==> src/rtl/rst_seq_ctrl.sv <==
module rst_seq_ctrl #(
  parameter int INIT_CYCLES  = 64,
  parameter int PAUSE_CYCLES = 8,
  parameter int CFG_W        = 16
) (
  input  logic             clk,
  input  logic             por_n,
  input  logic             pin_rst_n,
  input  logic             sw_rst_req,
  input  logic             wdog_expire,
  input  logic             dbg_rst_req,
  input  logic             cfg_we,
  input  logic [2:0]       cfg_wdata,
  input  logic [CFG_W-1:0] boot_pins,
  output logic [2:0]       soft_cfg,
  output logic             rst_stat_n,
  output logic             rst_plain,
  output logic             rst_retained,
  output logic             clk_pause,
  output logic             boot_start,
  output logic [CFG_W-1:0] boot_cfg
);

  localparam int MAXC  = (INIT_CYCLES > PAUSE_CYCLES) ? INIT_CYCLES : PAUSE_CYCLES;
  localparam int CNT_W = $clog2(MAXC) + 1;

  typedef enum logic [1:0] {S_IDLE, S_INIT, S_PAUSE, S_BOOT} st_t;

  st_t              state;
  logic [CNT_W-1:0] cnt;
  logic             hard_q;
  logic [2:0]       soft_q;
  logic [CFG_W-1:0] boot_q;

  wire pin_req  = ~pin_rst_n;
  wire any_req  = pin_req | sw_rst_req | wdog_expire | dbg_rst_req;
  wire hard_sel = dbg_rst_req | (pin_req & ~soft_q[0])
                | (sw_rst_req & ~soft_q[1]) | (wdog_expire & ~soft_q[2]);
  wire init_end  = (cnt == CNT_W'(INIT_CYCLES - 1));
  wire pause_end = (cnt == CNT_W'(PAUSE_CYCLES - 1));

  always_ff @(posedge clk or negedge por_n) begin
    if (!por_n) begin
      state  <= S_INIT;
      cnt    <= '0;
      hard_q <= 1'b1;
      soft_q <= '0;
      boot_q <= '0;
    end else begin
      if (cfg_we) soft_q <= cfg_wdata;
      if (state == S_INIT && hard_q) boot_q <= boot_pins;
      case (state)
        S_IDLE: if (any_req) begin
          state  <= S_INIT;
          cnt    <= '0;
          hard_q <= hard_sel;
        end
        S_INIT: if (init_end) begin
          state <= S_PAUSE;
          cnt   <= '0;
        end else cnt <= cnt + 1'b1;
        S_PAUSE: if (pause_end) begin
          state <= S_BOOT;
          cnt   <= '0;
        end else cnt <= cnt + 1'b1;
        default: state <= S_IDLE;
      endcase
    end
  end

  assign soft_cfg     = soft_q;
  assign boot_cfg     = boot_q;
  assign rst_stat_n   = (state != S_INIT);
  assign rst_plain    = (state == S_INIT);
  assign rst_retained = (state == S_INIT) && hard_q;
  assign clk_pause    = (state == S_PAUSE);
  assign boot_start   = (state == S_BOOT);

  // the retained domain is never reset without the plain domain
  p_retained_in_plain_r5: assert property (@(posedge clk) disable iff (!por_n)
    rst_retained |-> rst_plain);

  // status release coincides with the start of the clock pause
  p_pause_on_release_r7: assert property (@(posedge clk) disable iff (!por_n)
    $rose(rst_stat_n) |-> clk_pause);

  // boot strobe follows the pause and lasts one cycle
  p_boot_after_pause_r8: assert property (@(posedge clk) disable iff (!por_n)
    $fell(clk_pause) |-> boot_start);
  p_boot_single_r8: assert property (@(posedge clk) disable iff (!por_n)
    boot_start |=> !boot_start);

  // a debug request taken from idle always resets the retained domain
  p_dbg_hard_r3: assert property (@(posedge clk) disable iff (!por_n)
    (state == S_IDLE && dbg_rst_req) |=> rst_retained);

  // a soft sequence keeps the boot word
  p_soft_keeps_boot_r9: assert property (@(posedge clk) disable iff (!por_n)
    (rst_plain && !rst_retained) |=> $stable(boot_cfg));

  // no new sequence starts from the pause phase
  p_no_restart_r10: assert property (@(posedge clk) disable iff (!por_n)
    clk_pause |=> rst_stat_n);

endmodule

==> config.mk <==
export PLATFORM = sky130hd
export DESIGN_NAME = rst_seq_ctrl
export DESIGN_NICKNAME = d
export VERILOG_FILES = /design/src/rtl/rst_seq_ctrl.sv
export SDC_FILE = /design/constraint.sdc
export NUM_CORES = 1
export LEC_CHECK = 0
export BUFFER_PORTS_ARGS = -buffer_cell sky130_fd_sc_hd__buf_2
export CORE_ASPECT_RATIO = 0.6
export CORE_UTILIZATION = 29
export CTS_CLUSTER_DIAMETER = 50
export DETAILED_ROUTE_END_ITERATION = 10
export MAX_ROUTING_LAYER = met4
export SYNTH_ARGS = -nofsm -noshare
export SYNTH_HDL_FRONTEND = slang
export SYNTH_SLANG_ARGS = --single-unit
==> constraint.sdc <==
create_clock -name clk -period 2.3 [get_ports clk]
set_clock_uncertainty 0.05 [all_clocks]
set_input_delay 0.345 -clock clk [delete_from_list [all_inputs] [get_ports clk]]
set_output_delay 0.345 -clock clk [all_outputs]
set_load 0.02 [all_outputs]
Yosys cells after proc, flatten, opt, wreduce, memory -nomap -nowiden
Index checks and enable logic that the tools add are counted.
- reduce and logical (&&, ||, !) cells: 6
- muxes and demuxes: 8
- add/sub/neg operators: 1
- equality and inequality tests: 9
- bitwise logic cells: 13
- operator list (operator ; number):
    two-way mux 7 bit ; 3
    case mux 7 bit (3 select lines) ; 1
    adder 7 x 1 -> 7 bit, second input constant ; 1
    equality test 7 x 3 -> 1 bit, second input constant ; 1
    equality test 7 x 6 -> 1 bit, second input constant ; 1
    two-way mux 2 bit ; 3
    != test 2 x 1 -> 1 bit, second input constant ; 3
    bitwise OR 1 bit ; 6
    case mux 2 bit (3 select lines) ; 1
    equality test 2 bit, second input constant ; 2
    NOT 1 bit ; 4
    AND reduction 2 bit ; 2
    AND 1 bit ; 3
    AND reduction 3 bit ; 1
    nonzero test 3 bit ; 1
    equality test 2 x 1 -> 1 bit, second input constant ; 1
    zero test 2 bit ; 1
    != test 2 bit, second input constant ; 1
    logical AND 1 bit ; 1
- logic and storage cells: 42
- bits of input ports: 26
- flip-flop bits (word level): 29
- output and inout port bits: 24

Longest topological paths before layout
Gate-level depths: netlist of run 1.
- depth after elaboration: 6
- mapped depth: 7
- mapped depth without buffers: 7

Worst setup path before layout of run 1
Ideal clock, no wire load.
- path kind: register to output
- start point: register state[0]
- end point: output port rst_retained
- data required time: 1.905 ns
- setup slack: 0.339 ns
- data arrival time: 1.566 ns
- cell stages (with the launch flop): 5
- buffers on the path: 1
- cell sequence: dfstp_2 -> ha_1 -> nand2_1 -> clkbuf_1 -> inv_1
- word-level cells in the longest chain between the ends: 2
- RTL lines (item ; RTL line ; source):
    start, declared ; 29 ; st_t state;
    start signal, assigned ; 44 ; state <= S_INIT;
    start signal, assigned ; 54 ; state <= S_INIT;
    start signal, assigned ; 59 ; state <= S_PAUSE;
    equality test 2 x 1 -> 1 bit ; n/a ;
    named net rst_plain ; 17 ; output logic rst_plain,
    logical AND 1 bit ; 75 ; assign rst_retained = (state == S_INIT) && hard_q;
    end, declared ; 18 ; output logic rst_retained,
The timed path passes the listed nets, and every way through them passes these cells.

Worst setup path after layout of run 1
- start point: register state[0]
- end point: output port rst_retained
- word-level cells in the longest chain between the ends: 2
- RTL lines (item ; RTL line):
    equality test 2 x 1 -> 1 bit ; 75
    logical AND 1 bit ; 75
Every way passes these cells.

==> impl_metrics.toml, run 1 <==
[power]
clkPwrFrac_pct = 16.6
switchingPower_mw = 1.01
total_power_mw = 2.48
p_per_area_nw_per_um2 = 1370
vdd_drop_max_uv = 644
combPwrFrac_pct = 49.9
power_frac_seq_pct = 33.5
internal-power_mw = 1.47
leakage_nw = 0.853
power_switching_share_pct = 40.9

[worst_setup_path]
crit_type = "flop to output port"
endpoint_kind = "output port"
setup.worst_path.start_class = "flop"
cpPeakStageDelay_ps = 570
slowest_stage = "dfstp_2"
required_ps = 1900
cp.arrival_ps = 1650
worstPathCellList = "ha_1 -> nand2_1 -> inv_1 -> buf_2"
crit_fanout = 8

[global_route]
grt_usage_pct = 12.7
grt_pass1_vias = 990
grt_max_degree = 30
grt_pass1_wl_um = 4970
globalRoute.totalOverflow = 0
antenna_found_initial = 0

[logic_synthesis]
ys.flop_type = "dfrtp_1"
yosys.area_share.simple_pct = 9.99
postSynthCellCount = 116
synthMuxAreaShare_pct = 17.1
yosysUniqueCellTypes = 36
yosysWarningCount = 0
synth_nets = 148
syn_avg_cell_area_um2 = 12.1
synthAdderAreaFrac_pct = 5.35
synth_top_family_by_area = "multiplexers"
seq_area_frac_synth_pct = 51.9
synth_seq_cells = 29
synthArstFlopShare_pct = 100
synth_xor_area_share_pct = 0.624
synth_compound_area_share_pct = 11.8
synth_edf_count = 0
syn_area_um2 = 1400

[floorplan]
num_rows = 19
initial_core_util_pct = 30.4
fp.dieH_um = 55.9
io_pins = 50
die_area_um2 = 5130
die_w_um = 91.8
core_region_area_um2 = 4610

[drt]
drt-total-wl_um = 2860
vias_per_cell = 4.37
wl_per_cell_um = 12.2
met1_length_um = 1570
drtIter0Drc = 50
met2_length_um = 1210
route.met3.wl_um = 79
route.detailed.drc = 0
postRouteAntennaNets = 0
highest_layer = "met3"
vias = 1028
dr.pass1.iters = 4

[placed_design]
gp_congestion = 0.745
hpwl_um = 2190
io_buffers = 49
pre_cts_ws_ps = 300
placed_area_um2 = 1720

[layout]
final_nets = 203
fin_area_um2 = 1810
syn2layout_area_growth_pct = 28.7
final_util_pct = 39.1
drive_gt1_share_pct = 50.6
diodes = 0

[timing]
finalCritPeriodShare_pct = 89.1
setup_ws_ps = 252
worst_pin_slew_ps = 642
finalSetupViolCount = 0
fmax_mhz = 488
maxSlewViolCount = 0
slew-limit-headroom_pct = 57.2
rsz0062_at_grt = "false"
hold_viol_final = 0
layout_min_cycle_time_ps = 2050
fin_setup_tns_ps = 0

[clock_network]
clkSlewWorstSetupHoldPaths_ps = 70
cts_resized = 0
h-tree-depth = 2
cts_setup_buffers = 0
cts_sinks = 29
cts_tree = "yes"
cts_inserted_buffers = 5
worstSkewPairLatency_ps = 280
cts_max_path_buffers = 2
cts_hold_buf = 0
root_buffer = "clkbuf_8"

[flow_run]
maxCapViolations = 0

[status]
status = "finished, final reports clean"

[worst_hold_path]
min_path_type = "input port to asynchronous set/reset pin"
## cell usage in the layout (no fill, tap or decap), drive strengths merged, types with 2 or more instances in the layout
master  Yosys  final
a21o        2      2
a21oi       5      5
inv         8      8
buf         1     50
nand3       2      2
ha          6      6
or3         2      2
nor2        5      5
mux2       19     19
dfstp       2      2
o21ai       6      6
clkbuf      1      5
o21bai      2      2
dfrtp      27     27
clkinv      0      2
nand2      13     13
## cell type report
cell class,instances,area (µm²)
clock buffers,5,68.8
repair buffers,50,253
flip-flops and latches,29,728
multi-input cells,77,629
fillers,464,2810
inverters,8,30.0
well taps,63,78.8
clock inverters,3,17.5
## final timing paths
| check | start | end | slack, ps | depth (start not counted) |
|---|---|---|---|---|
| worst max-delay path | state[0] | rst_retained | 250 | 4 |
| worst min-delay path | por_n | boot_cfg[12] | 40 | 1 |
| worst max register to register | state[0] | cnt[3] | 300 | 6 |
| worst min register to register | boot_cfg[0] | boot_cfg[0] | 450 | 1 |
| max in group asynchronous | por_n | soft_cfg[1] | 1750 | 1 |
| min in group clk | cfg_wdata[1] | soft_cfg[1] | 240 | 3 |
## metal layers
metal	up-vias	global-route usage [%]
li1	514	-
met1	498	19.5
met2	16	16.3
met3	0	3.69
met4	0	2.01
met5	-	-
## metrics by stage
stage / instances / hold WS, ps
after floorplan: 116 / -0.591
after global placement: 227 / 364
after detailed placement: 227 / 362
after CTS: 235 / 61.3
after global routing: 235 / 78.3
final: 235 / 39.1
## registers in the layout (all words and copies together) (netlist names)
signal / flops
boot_cfg: 16
cnt: 7
hard_q: 1
soft_cfg: 3
state: 2
## cell usage after synthesis, types with 2 or more instances
cell type | number | area share [%]
inv_1 | 8 | 2.1
a21oi_1 | 4 | 1.4
nand2_1 | 13 | 3.5
dfstp_2 | 2 | 3.7
o21ai_0 | 6 | 2.1
dfrtp_1 | 27 | 48
nor2_1 | 5 | 1.3
ha_1 | 6 | 5.4
mux2_2 | 18 | 14
## power by group through the flow
stage	clock network, mW	registers [mW]	logic [mW]
5_1_grt	0.454	0.860	1.35
6_report	0.412	0.830	1.24
2_1_floorplan	0	1.02	0.736
3_3_place_gp	0	0.831	1.24
4_1_cts	0.426	0.832	1.25
3_5_place_dp	0	0.840	1.25
## critical path: cells and delay by family, from the launching register on
kind / cells / cell delay (ps)
DFF: 1 / 570
adders and majority gates: 1 / 270
and+or+nand+nor: 1 / 260
buffers and inverters: 2 / 260
## logic make-up after synthesis
logic type / Yosys count
compound gates: 23
fa+ha+maj: 6
mux: 20
simple gates: 27
xor+xnor: 1
flops: 29
buf+inv: 10
No activity file was read; power rests on OpenSTA's default activity.
==> run 2: changes to the inputs <==
--- a/config.mk
+++ b/config.mk
@@ -7,6 +7,7 @@
 export LEC_CHECK = 0
 export BUFFER_PORTS_ARGS = -buffer_cell sky130_fd_sc_hd__buf_2
 export CORE_ASPECT_RATIO = 0.6
+export CORE_MARGIN = 2
 export CORE_UTILIZATION = 29
 export CTS_CLUSTER_DIAMETER = 50
 export DETAILED_ROUTE_END_ITERATION = 10
==> run 2 against run 1 <==
Non-clock buffer count did not move; design area increased by 1.7%; hold slack improved by 13 ps; power rose by 5.1%; final cell count stayed put; count of clock-buffer cells in the layout increased by 2; via count hardly changed; sequential power grew 0.8%; critical path type unchanged; largest cell class unchanged; highest routed layer is now met4.
==> impl_metrics.toml, run 2 (synthesis results as in run 1) <==
[status]
status = "finished, final reports clean"

[floorplan]
die_w_um = 93.8
initial_core_util_pct = 30.4
die_area_um2 = 5430
io_pins = 50
core_region_area_um2 = 4610
num_rows = 19
fp.dieH_um = 57.9

[timing]
slew-limit-headroom_pct = 55.3
maxSlewViolCount = 0
fmax_mhz = 491
finalSetupViolCount = 0
fin_setup_tns_ps = 0
layout_min_cycle_time_ps = 2040
rsz0062_at_grt = "false"
hold_viol_final = 0
finalCritPeriodShare_pct = 88.5
worst_pin_slew_ps = 671

[layout]
final_nets = 203
diodes = 0
fin_area_um2 = 1840
final_common_cell = "buf_2"
drive_gt1_share_pct = 50.0
final_cell_mix = "buf_2, dfrtp_1, mux2_2, nand2_1, inv_1"
largest_reg_flops = 16
fillCellCount = 462
syn2layout_area_growth_pct = 30.9

[worst_setup_path]
required_ps = 1900
crit_fanout = 8
endpoint_kind = "output port"
cp.arrival_ps = 1640
crit_type = "flop to output port"
setup.worst_path.start_class = "flop"

[clock_network]
cts_setup_buffers = 0
cts_hold_buf = 0
cts_tree = "yes"
clkSlewWorstSetupHoldPaths_ps = 70
h-tree-depth = 2
cts_resized = 0
cts_inserted_buffers = 5
cts_max_path_buffers = 2
root_buffer = "clkbuf_8"
worstSkewPairLatency_ps = 270
cts_sinks = 29

[power]
p_per_area_nw_per_um2 = 1420
power_switching_share_pct = 38.2
vdd_drop_max_uv = 520
leakage_nw = 0.867
switchingPower_mw = 0.997
combPwrFrac_pct = 46.9
internal-power_mw = 1.61
power_frac_seq_pct = 32.1
clkPwrFrac_pct = 21.0

[flow_run]
maxCapViolations = 0

[placed_design]
hpwl_um = 2300
io_buffers = 49
placed_area_um2 = 1720
gp_congestion = 0.755

[worst_hold_path]
min_path_type = "input port to asynchronous set/reset pin"

[global_route]
grt_max_degree = 30
grt_pass1_wl_um = 4730
antenna_found_initial = 0
grt_usage_pct = 12.1
globalRoute.totalOverflow = 0
grt_pass1_vias = 956

[drt]
drtIter0Drc = 26
drt-total-wl_um = 2960
postRouteAntennaNets = 0
vias = 1027
route.detailed.drc = 0
vias_per_cell = 4.37
wl_per_cell_um = 12.6
dr.pass1.iters = 4
==> run 2: metal layers <==
| metal | up-vias | GRT usage (%) | wire, µm |
|---|---|---|---|
| li1 | 517 | - | - |
| met1 | 491 | 17.8 | 1610 |
| met2 | 17 | 15.5 | 1220 |
| met3 | 2 | 3.51 | 104 |
| met4 | 0 | 4.35 | 30 |
| met5 | - | - | 0 |
==> run 2: power groups by stage <==
stage	clock network [mW]	registers [mW]	logic, mW
floorplan	0	1.02	0.736
global placement	0	0.835	1.24
detailed placement	0	0.841	1.24
CTS	0.563	0.838	1.24
global route	0.586	0.860	1.34
finish	0.548	0.837	1.22
==> run 2: worst paths after layout <==
check / to / slack [ps] / start / cells after the start
setup reg to reg: cnt[3] / 310 / state[0] / 6
hold / removal: cnt[6] / 50 / por_n / 1
min in group clk: soft_cfg[1] / 230 / cfg_wdata[1] / 3
hold reg to reg: boot_cfg[11] / 450 / boot_cfg[11] / 1
max in group asynchronous: boot_cfg[6] / 1710 / por_n / 1
setup / recovery: rst_retained / 260 / state[0] / 4
==> run 2: layout make-up <==
type                       count  area (µm²)  share of cell area, %
clock inverter                 1        30.0                   1.64
timing repair buffer          50         253                   13.8
tap                           63        78.8                   4.29
sequential                    29         728                   39.7
inverter                       8        30.0                   1.64
clock buffer                   7        86.3                   4.70
multi-input combinational     77         629                   34.3
==> run 2: critical path, stage by stage (launching register included) <==
cell and delay (ps):
dfstp_2 570, ha_1 260, nand2_1 260, inv_1 110, buf_2 160
==> run 2: per-stage QoR <==
stage	total power, mW	utilization, %	std cells	setup slack, ps	hold slack (ps)
after CTS	2.64	39.8	235	227	74.5
final	2.61	39.8	235	265	52.4
after global placement	2.07	37.3	227	347	374
after floorplan	1.75	-	116	339	-0.591
after detailed placement	2.08	37.3	227	315	377
after global routing	2.78	39.8	235	128	105
==> run 3: changes to the inputs <==
--- a/config.mk
+++ b/config.mk
@@ -9,9 +9,11 @@
 export CORE_ASPECT_RATIO = 0.6
 export CORE_MARGIN = 2
 export CORE_UTILIZATION = 29
-export CTS_CLUSTER_DIAMETER = 50
+export CTS_BUF_LIST = sky130_fd_sc_hd__clkbuf_8 sky130_fd_sc_hd__clkbuf_16
+export CTS_CLUSTER_DIAMETER = 150
 export DETAILED_ROUTE_END_ITERATION = 10
 export MAX_ROUTING_LAYER = met4
+export SLEW_MARGIN = 20
 export SYNTH_ARGS = -nofsm -noshare
 export SYNTH_HDL_FRONTEND = slang
 export SYNTH_SLANG_ARGS = --single-unit
==> run 3 against run 2 <==
Wire length hardly changed; die area stayed put; combinational power hardly changed; core utilization stayed put; worst setup slack stayed put; register-to-register slack hardly changed; first-iteration DRC count stayed put; non-clock buffer count stayed put; critical path depth stayed put; design area stayed put; sequential share of layout area stayed put; critical path type unchanged; highest routed layer unchanged.
==> impl_metrics.toml, run 3 (synthesis results as in run 1) <==
[floorplan]
num_rows = 19
core_region_area_um2 = 4610
initial_core_util_pct = 30.4
io_pins = 50
die_w_um = 93.8
fp.dieH_um = 57.9
die_area_um2 = 5430

[drt]
drtIter0Drc = 26
vias = 1027
dr.pass1.iters = 4
wl_per_cell_um = 12.6
route.detailed.drc = 0
drt-total-wl_um = 2960
postRouteAntennaNets = 0
vias_per_cell = 4.37

[timing]
slew-limit-headroom_pct = 55.3
maxSlewViolCount = 0
setup_ws_ps = 265
finalCritPeriodShare_pct = 88.5
fin_setup_tns_ps = 0
fmax_mhz = 491
worst_pin_slew_ps = 671
rsz0062_at_grt = "false"
layout_min_cycle_time_ps = 2040
hold_viol_final = 0
fin_hold_ws_ps = 52.4
finalSetupViolCount = 0

[clock_network]
worstSkewPairLatency_ps = 270
cts_inserted_buffers = 5
root_buffer = "clkbuf_8"
cts_sinks = 29
cts_hold_buf = 0
cts_setup_buffers = 0
h-tree-depth = 2
cts_resized = 0
clkSlewWorstSetupHoldPaths_ps = 70
cts_max_path_buffers = 2
cts_tree = "yes"

[worst_hold_path]
min_path_type = "input port to asynchronous set/reset pin"

[global_route]
grt_pass1_vias = 956
grt_usage_pct = 12.1
top_usage_layer = "met1"
grt_pass1_wl_um = 4730
met3_usage_pct = 3.51
grt_max_degree = 30
use_met1_pct = 17.8
globalRoute.totalOverflow = 0
grt_use_met2_pct = 15.5
antenna_found_initial = 0

[power]
p_per_area_nw_per_um2 = 1420
vdd_drop_max_uv = 519
leakage_nw = 0.871

[layout]
final_cell_mix = "buf_2, dfrtp_1, mux2_2, nand2_1, inv_1"
sequential_cell_area_um2 = 728
final_common_cell = "buf_2"
finalNonFillerCells = 235
final_nets = 203
fillCellCount = 462
multiInputGateArea_um2 = 629
largest_reg_flops = 16
drive_gt1_share_pct = 50.0
syn2layout_area_growth_pct = 30.9
diodes = 0

[worst_setup_path]
endpoint_kind = "output port"
crit_fanout = 8
cp.arrival_ps = 1640
setup.worst_path.start_class = "flop"
required_ps = 1900
crit_type = "flop to output port"

[placed_design]
gp_congestion = 0.755
pre_cts_ws_ps = 315
place_inst = 227
io_buffers = 49
hpwl_um = 2300

[flow_run]
maxCapViolations = 0

[status]
status = "finished, final reports clean"
==> run 3: cell count changes in the layout (fill, tap and decap cells not counted) <==
cell and delta:
inv_1 +1, clkbuf_1 -1
==> run 3: stage by stage <==
stage               power, mW  instance area [µm²]  utilization, %
finish                   2.60                 1840            39.8
global route             2.78                 1840            39.8
CTS                      2.63                 1840            39.8
detailed placement       2.08                 1720            37.3
global placement         2.07                 1720            37.3
floorplan                1.75                 1400               -
==> run 3: final timing paths <==
kind,to,slack [ps],cells past startpoint,startpoint
setup / recovery,rst_retained,260,4,state[0]
hold / removal,cnt[6],50,1,por_n
setup reg to reg,cnt[3],310,6,state[0]
hold reg to reg,boot_cfg[11],450,1,boot_cfg[11]
max in group asynchronous,boot_cfg[6],1710,1,por_n
min in group clk,soft_cfg[1],230,3,cfg_wdata[1]
==> run 3: power by group <==
part | leakage [nW] | total (mW) | switching, mW | internal [mW]
clock | 0.0626 | 0.544 | 0.195 | 0.348
sequential | 0.352 | 0.837 | 0.116 | 0.721
combinational | 0.457 | 1.22 | 0.685 | 0.536
==> run 3: final cells by class <==
type | count | share of cell area [%]
Multi-Input combinational cell | 77 | 34.3
Inverter | 8 | 1.64
Sequential cell | 29 | 39.7
Clock inverter | 2 | 1.84
Tap cell | 63 | 4.29
Timing Repair Buffer | 50 | 13.8
Clock buffer | 6 | 4.50
==> run 3: worst max-delay path, stage by stage, from the launching register on <==
cell	delay [ps]
dfstp_2	570
ha_1	260
nand2_1	260
inv_1	110
buf_2	160
==> run 3: metal layers <==
metal | part of all wire [%] | vias up
met4 | 1.0 | 0
met1 | 54 | 491
met2 | 41 | 17
met5 | 0 | -
li1 | - | 517
met3 | 3.5 | 2
